[config.mk]
export PLATFORM = sky130hd
export DESIGN_NAME = mdrop_rx
export DESIGN_NICKNAME = d
export VERILOG_FILES = /design/src/rtl/mdrop_rx_pkg.sv /design/src/rtl/mdrop_rx_sampler.sv /design/src/rtl/mdrop_rx_deframe.sv /design/src/rtl/mdrop_rx_fifo.sv /design/src/rtl/mdrop_rx.sv
export SDC_FILE = /design/constraint.sdc
export NUM_CORES = 1
export LEC_CHECK = 0
export ABC_AREA = 0
export BUFFER_PORTS_ARGS = -buffer_cell sky130_fd_sc_hd__buf_4
export CORE_UTILIZATION = 24
export CTS_BUF_LIST = sky130_fd_sc_hd__clkbuf_16
export CTS_CLUSTER_DIAMETER = 120
export CTS_CLUSTER_SIZE = 10
export DETAILED_ROUTE_END_ITERATION = 8
export GPL_TIMING_DRIVEN = 0
export PLACE_DENSITY = 0.44
export SYNTH_ARGS = -nofsm -noshare
export SYNTH_HDL_FRONTEND = slang
export SYNTH_SLANG_ARGS = --single-unit
[constraint.sdc]
create_clock -name clk -period 4.8 [get_ports clk]
set_input_delay 0.96 -clock clk [delete_from_list [all_inputs] [get_ports clk]]
set_output_delay 0.96 -clock clk [all_outputs]
set_load 0.01 [all_outputs]
[src/rtl/mdrop_rx_pkg.sv]
package mdrop_rx_pkg;

    localparam int OSR      = 16;                 // samples per bit
    localparam int PH_W     = $clog2(OSR);
    localparam int VOTE_PH  = OSR / 2 + 1;        // vote over samples 7,8,9
    localparam int DATA_W   = 8;
    localparam int MIN_BITS = 5;
    localparam int CNT_W    = $clog2(DATA_W + 2); // data + type + stop index
    localparam int IDX_W    = $clog2(DATA_W);

    typedef enum logic [1:0] {
        ST_IDLE,
        ST_START,
        ST_BITS
    } rx_state_e;

    typedef struct packed {
        logic              ferr;
        logic              kind;   // 1 = address frame
        logic [DATA_W-1:0] data;
    } rx_entry_t;

    function automatic logic [CNT_W-1:0] data_bits(input logic [2:0] sel);
        if (sel < 3'd4)
            return CNT_W'(sel) + CNT_W'(MIN_BITS);
        else
            return CNT_W'(DATA_W);
    endfunction

    function automatic logic maj3(input logic [2:0] s);
        return (s[0] & s[1]) | (s[0] & s[2]) | (s[1] & s[2]);
    endfunction

endpackage

[src/rtl/mdrop_rx_sampler.sv]
module mdrop_rx_sampler
    import mdrop_rx_pkg::*;
#(
    parameter int SYNC_STAGES = 2
) (
    input  logic clk,
    input  logic rst,
    input  logic tick,
    input  logic rx_in,
    output logic rx_fall,
    output logic vote
);

    logic [SYNC_STAGES-1:0] sync_q;
    logic [2:0]             hist_q;
    logic                   line_s;

    generate
        if (SYNC_STAGES == 1) begin : g_one
            always_ff @(posedge clk) begin
                if (rst) sync_q <= '1;
                else     sync_q <= rx_in;
            end
        end else begin : g_chain
            always_ff @(posedge clk) begin
                if (rst) sync_q <= '1;
                else     sync_q <= {sync_q[SYNC_STAGES-2:0], rx_in};
            end
        end
    endgenerate

    assign line_s = sync_q[SYNC_STAGES-1];

    // sample history, newest in bit 0
    always_ff @(posedge clk) begin
        if (rst)       hist_q <= 3'b111;
        else if (tick) hist_q <= {hist_q[1:0], line_s};
    end

    assign rx_fall = tick && hist_q[0] && !line_s;
    assign vote    = maj3(hist_q);

endmodule

[src/rtl/mdrop_rx_deframe.sv]
module mdrop_rx_deframe
    import mdrop_rx_pkg::*;
(
    input  logic       clk,
    input  logic       rst,
    input  logic       tick,
    input  logic       rx_fall,
    input  logic       vote,
    input  logic [2:0] char_sel,
    output logic       done,
    output rx_entry_t  frame
);

    rx_state_e        st_q;
    logic [PH_W-1:0]  ph_q;
    logic [CNT_W-1:0] idx_q;
    logic [CNT_W-1:0] nbits_q;
    logic             at_vote;

    assign at_vote = tick && (ph_q == PH_W'(VOTE_PH));

    always_ff @(posedge clk) begin
        if (rst) begin
            st_q    <= ST_IDLE;
            ph_q    <= '0;
            idx_q   <= '0;
            nbits_q <= CNT_W'(DATA_W);
            done    <= 1'b0;
            frame   <= '0;
        end else begin
            done <= 1'b0;
            if (tick) ph_q <= ph_q + 1'b1;
            unique case (st_q)
                ST_IDLE: begin
                    if (rx_fall) begin
                        st_q <= ST_START;
                        ph_q <= '0;
                    end
                end
                ST_START: begin
                    if (at_vote) begin
                        if (vote) begin
                            st_q <= ST_IDLE;        // false start
                        end else begin
                            st_q       <= ST_BITS;
                            idx_q      <= '0;
                            nbits_q    <= data_bits(char_sel);
                            frame.data <= '0;
                        end
                    end
                end
                ST_BITS: begin
                    if (at_vote) begin
                        idx_q <= idx_q + 1'b1;
                        if (idx_q < nbits_q) begin
                            frame.data[idx_q[IDX_W-1:0]] <= vote;
                        end else if (idx_q == nbits_q) begin
                            frame.kind <= vote;     // type bit, never framing-checked
                        end else begin
                            frame.ferr <= !vote;    // final stop bit
                            done       <= 1'b1;
                            st_q       <= ST_IDLE;
                        end
                    end
                end
                default: st_q <= ST_IDLE;
            endcase
        end
    end

endmodule

[src/rtl/mdrop_rx_fifo.sv]
module mdrop_rx_fifo #(
    parameter  int DEPTH = 4,
    parameter  int W     = 10,
    localparam int PTR_W = (DEPTH > 1) ? $clog2(DEPTH) : 1,
    localparam int LVL_W = $clog2(DEPTH + 1)
) (
    input  logic             clk,
    input  logic             rst,
    input  logic             push,
    input  logic [W-1:0]     din,
    input  logic             pop,
    output logic [W-1:0]     dout,
    output logic             empty,
    output logic             full,
    output logic [LVL_W-1:0] level
);

    logic [W-1:0]     mem_q [DEPTH];
    logic [PTR_W-1:0] wr_q, rd_q;
    logic [LVL_W-1:0] cnt_q;
    logic             do_push, do_pop;

    function automatic logic [PTR_W-1:0] step(input logic [PTR_W-1:0] p);
        return (p == PTR_W'(DEPTH - 1)) ? '0 : p + 1'b1;
    endfunction

    assign full    = (cnt_q == LVL_W'(DEPTH));
    assign empty   = (cnt_q == '0);
    assign do_push = push && !full;
    assign do_pop  = pop && !empty;

    for (genvar g = 0; g < DEPTH; g++) begin : g_slot
        always_ff @(posedge clk) begin
            if (do_push && wr_q == PTR_W'(g)) mem_q[g] <= din;
        end
    end

    always_ff @(posedge clk) begin
        if (rst) begin
            wr_q  <= '0;
            rd_q  <= '0;
            cnt_q <= '0;
        end else begin
            if (do_push) wr_q <= step(wr_q);
            if (do_pop)  rd_q <= step(rd_q);
            unique case ({do_push, do_pop})
                2'b10:   cnt_q <= cnt_q + 1'b1;
                2'b01:   cnt_q <= cnt_q - 1'b1;
                default: cnt_q <= cnt_q;
            endcase
        end
    end

    assign dout  = mem_q[rd_q];
    assign level = cnt_q;

endmodule

[src/rtl/mdrop_rx.sv]
module mdrop_rx
    import mdrop_rx_pkg::*;
#(
    parameter  int DEPTH       = 4,
    parameter  int SYNC_STAGES = 2,
    localparam int LVL_W       = $clog2(DEPTH + 1)
) (
    input  logic              clk,
    input  logic              rst,
    input  logic              os_tick,
    input  logic              rx_in,
    input  logic [2:0]        char_sel,
    input  logic              mp_en,
    input  logic              pop,
    input  logic              ovr_clr,
    output logic              rx_ready,
    output logic [DATA_W-1:0] rx_data,
    output logic              rx_kind,
    output logic              rx_ferr,
    output logic              rts_n,
    output logic              overrun
);

    logic             rx_fall, vote;
    logic             frm_done;
    rx_entry_t        frm;
    rx_entry_t        head;
    logic             accept, fifo_push;
    logic             fifo_empty, fifo_full;
    logic [LVL_W-1:0] fifo_level;
    logic             ovr_q;

    mdrop_rx_sampler #(.SYNC_STAGES(SYNC_STAGES)) u_smp (
        .clk     (clk),
        .rst     (rst),
        .tick    (os_tick),
        .rx_in   (rx_in),
        .rx_fall (rx_fall),
        .vote    (vote)
    );

    mdrop_rx_deframe u_dfr (
        .clk      (clk),
        .rst      (rst),
        .tick     (os_tick),
        .rx_fall  (rx_fall),
        .vote     (vote),
        .char_sel (char_sel),
        .done     (frm_done),
        .frame    (frm)
    );

    // address filter: data frames vanish in address-only mode
    assign accept    = frm_done && (frm.kind || !mp_en);
    assign fifo_push = accept && !fifo_full;

    mdrop_rx_fifo #(.DEPTH(DEPTH), .W($bits(rx_entry_t))) u_fifo (
        .clk   (clk),
        .rst   (rst),
        .push  (fifo_push),
        .din   (frm),
        .pop   (pop),
        .dout  (head),
        .empty (fifo_empty),
        .full  (fifo_full),
        .level (fifo_level)
    );

    always_ff @(posedge clk) begin
        if (rst)                       ovr_q <= 1'b0;
        else if (accept && fifo_full)  ovr_q <= 1'b1;
        else if (ovr_clr)              ovr_q <= 1'b0;
    end

    assign rx_ready = !fifo_empty;
    assign rx_data  = head.data;
    assign rx_kind  = head.kind;
    assign rx_ferr  = head.ferr;
    assign rts_n    = fifo_full;
    assign overrun  = ovr_q;

endmodule

==> summary.txt <==
LEAKAGE = 1.499 nW
Synth area leader = edfxtp_1
Layout cells sized above 1 = 17.45%
Pin count of the biggest net entering global routing = 15
Critical path peak fanout = 10
Initial antenna violation count = 0
Starting density of the core = 25.07%
Tmin final = 2670 ps
Vias/cell = 4.325
Status = completed
Crit path kind = register to primary output
Synth top area cells = edfxtp_1, dfxtp_1, mux4_2, ha_1, mux2i_1
Final core utilization = 29.83%
Slew HR = 52.53%
Clock transition at path regs = 60 ps
Slowest stage delay, CP = 490 ps
CTS resizes = 0
Worst slew pin tran = 706.6 ps
DRC = 0
Skew-Pair Late Insertion Delay = 330 ps
Pre-CTS WS = 1947 ps
Layout Nets = 344
Seq/Total Area, Yosys = 56.66%
Antenna diode count = 0
Syn_nets = 313
Routed via count = 2167
Logic gate share of total power = 6.9%
Max stage delay cell, worst path = buf_1
Max-slew violations = 0
Global-route wire length before repair = 11410 um
Worst hold slack = 413.2 ps
Final Cycle Share = 55.63%
GP Congestion = 0.7306
Power Density = 356.7 mW/mm^2
Synth unique cells = 46
Initial drt markers = 107
H-tree levels = 3
Worst EP required = 3840 ps
Global router's overall resource usage = 10.25%
Max cap viols = 0
CTS tree = yes
Fraction of registers with async set/reset = 0%
Post-CTS Hold Buffers = 0
Num rows = 43
Routed Antenna Nets = 0
Port Buf Inserts = 20
CTS Buf Count = 9
Setup-failing EPs final = 0
Final WL = 6916 um
Max Clk Rate = 374.5 MHz
DIE WIDTH = 123.3 um
Post-synthesis sequential element count = 80
Core area = 0.01410 sq mm
Design area = 0.004205 sq mm
Yosys warns = 0
Wirelength per Cell = 13.80 um
Main synth FF type = edfxtp_1
Psw = 0.3372 mW
Netlist Area Pre-Place = 0.003533 sq mm
# IOs = 23
Worst setup margin = 2130 ps
CP Launch Type = register
DP Wirelength = 4802 um
Crit-path leading delay family = buffers and inverters
Clock power share = 45.0%
# placed instances = 485
Clock Skews = 3.998 ps
P&R area growth vs syn = 19.02%
Top cell type's share of synthesized area = 33.99%
Post-CTS setup buffers = 0
Total negative slack = 0 ps
CP cell instances = buf_1 -> mux4_2 -> buf_4
Overflow after GRT = 0
Area after DPL = 0.003909 sq mm
Drt pass-1 iters = 4
Die Y = 123.3 um
DIE AREA = 0.01521 sq mm
CTS max path bufs = 2
Final hold violation count = 0
Non-Filler Instances = 501
EDFF count, synth = 40
Number of global-route vias before repair = 2196
WP buf/inv = 2
VDD IR-drop max = 0.0001370 V
Worst min-delay path class = register to register
Setup crit end kind = primary output
Total power = 1.500 mW
Switching fraction of total power = 22.48%
Sink Count = 80
Pint = 1.163 mW
Cell count after synthesis = 285
RSZ-0062 raised after global routing = false
Worst Path Arrival = 1710 ps
Syn_area_per_cell = 12.40 sq um
Clock root cell = clkbuf_16
Sequential share of power = 48.1%
## kinds of logic after synthesis
kind of cell,share of synthesized area (%)
AOI/OAI and AO/OA,8.216
xor gates and xnor gates,1.239
adders and majority gates,6.905
buffers and inverters,4.143
DFF,56.66
muxes,10.13
and+or+nand+nor,12.71
## layout by cell type, fill, tap and decap left out, types with 4 or more instances in the layout
master / instances
dfxtp_1: 40
edfxtp_1: 40
inv_1: 23
buf_4: 21
nor2_1: 20
nand2_1: 19
ha_1: 17
mux2i_1: 11
mux4_2: 10
nand4_1: 10
a32o_1: 9
clkbuf_16: 9
o21ai_0: 8
clkbuf_1: 7
a21oi_1: 7
nand2b_1: 6
and2_1: 6
or3_1: 5
xor2_1: 4
nor2b_1: 4
## state kept, by name (all words and copies together) (netlist names), named ones only
register and cells:
u_dfr.nbits_q 4, u_dfr.done 1, u_smp.hist_q 3, u_dfr.frame 10, overrun 1, u_fifo.wr_q 2, u_fifo.level 3, u_fifo.rd_q 2
u_dfr.idx_q 4, u_dfr.ph_q 4, u_smp.sync_q 2, u_fifo.mem_q 40, u_dfr.st_q 2
## final timing paths
check | to | slack [ps] | cells past startpoint | from
worst min register to register | u_smp.sync_q[1] | 410 | 1 | u_smp.sync_q[0]
worst max register to register | u_fifo.level[2] | 2340 | 10 | u_fifo.level[2]
worst max-delay path | rx_data[0] | 2130 | 3 | register
worst min-delay path | u_smp.sync_q[1] | 410 | 1 | u_smp.sync_q[0]
## final cells by class
cell class,instances,area [sq um]
Timing Repair Buffer,20,150.1
Buffer,13,63.81
Inverter,22,82.58
Clock inverter,7,71.32
Clock buffer,9,225.2
Sequential cell,80,2002
Multi-Input combinational cell,170,1385
Fill cell,1478,9891
Tap cell,180,225.2
## worst reg2reg max path: cells and delay by family (launching register included)
kind	cells	cell delay [ps]
compound gates	1	140
flops	1	360
simple gates	3	850
fa+ha+maj	2	550
buf+inv	3	330
xor+xnor	1	160
## Yosys cell counts, types with 2 or more instances
library cell  count
dfxtp_1          40
edfxtp_1         40
inv_1            22
nor2_1           20
nand2_1          19
ha_1             17
mux2i_1          11
mux4_2           10
nand4_1          10
a32o_1            9
o21ai_0           8
a21oi_1           7
clkbuf_1          7
and2_1            6
nand2b_1          6
or3_1             5
nor2b_1           4
xor2_1            4
and4_1            3
buf_2             3
nand3_1           3
or2_2             3
a21o_1            2
mux2_2            2
nor3_1            2
o31ai_1           2
## power groups by stage
stage,Combinational [mW],Clock (mW),Sequential [mW]
detailed placement,0.104,0,0.736
CTS,0.105,0.695,0.721
finish,0.104,0.675,0.721
global placement,0.105,0,0.735
floorplan,0.0793,0,0.735
global route,0.115,0.720,0.721
## per-layer routing
metal | routed length (um) | track usage, %
met1 | 3447 | 12.89
met2 | 3109 | 16.17
met3 | 234 | 2.814
met4 | 125 | 4.970
met5 | 0 | 0
No activity file was read; power rests on OpenSTA's default activity.
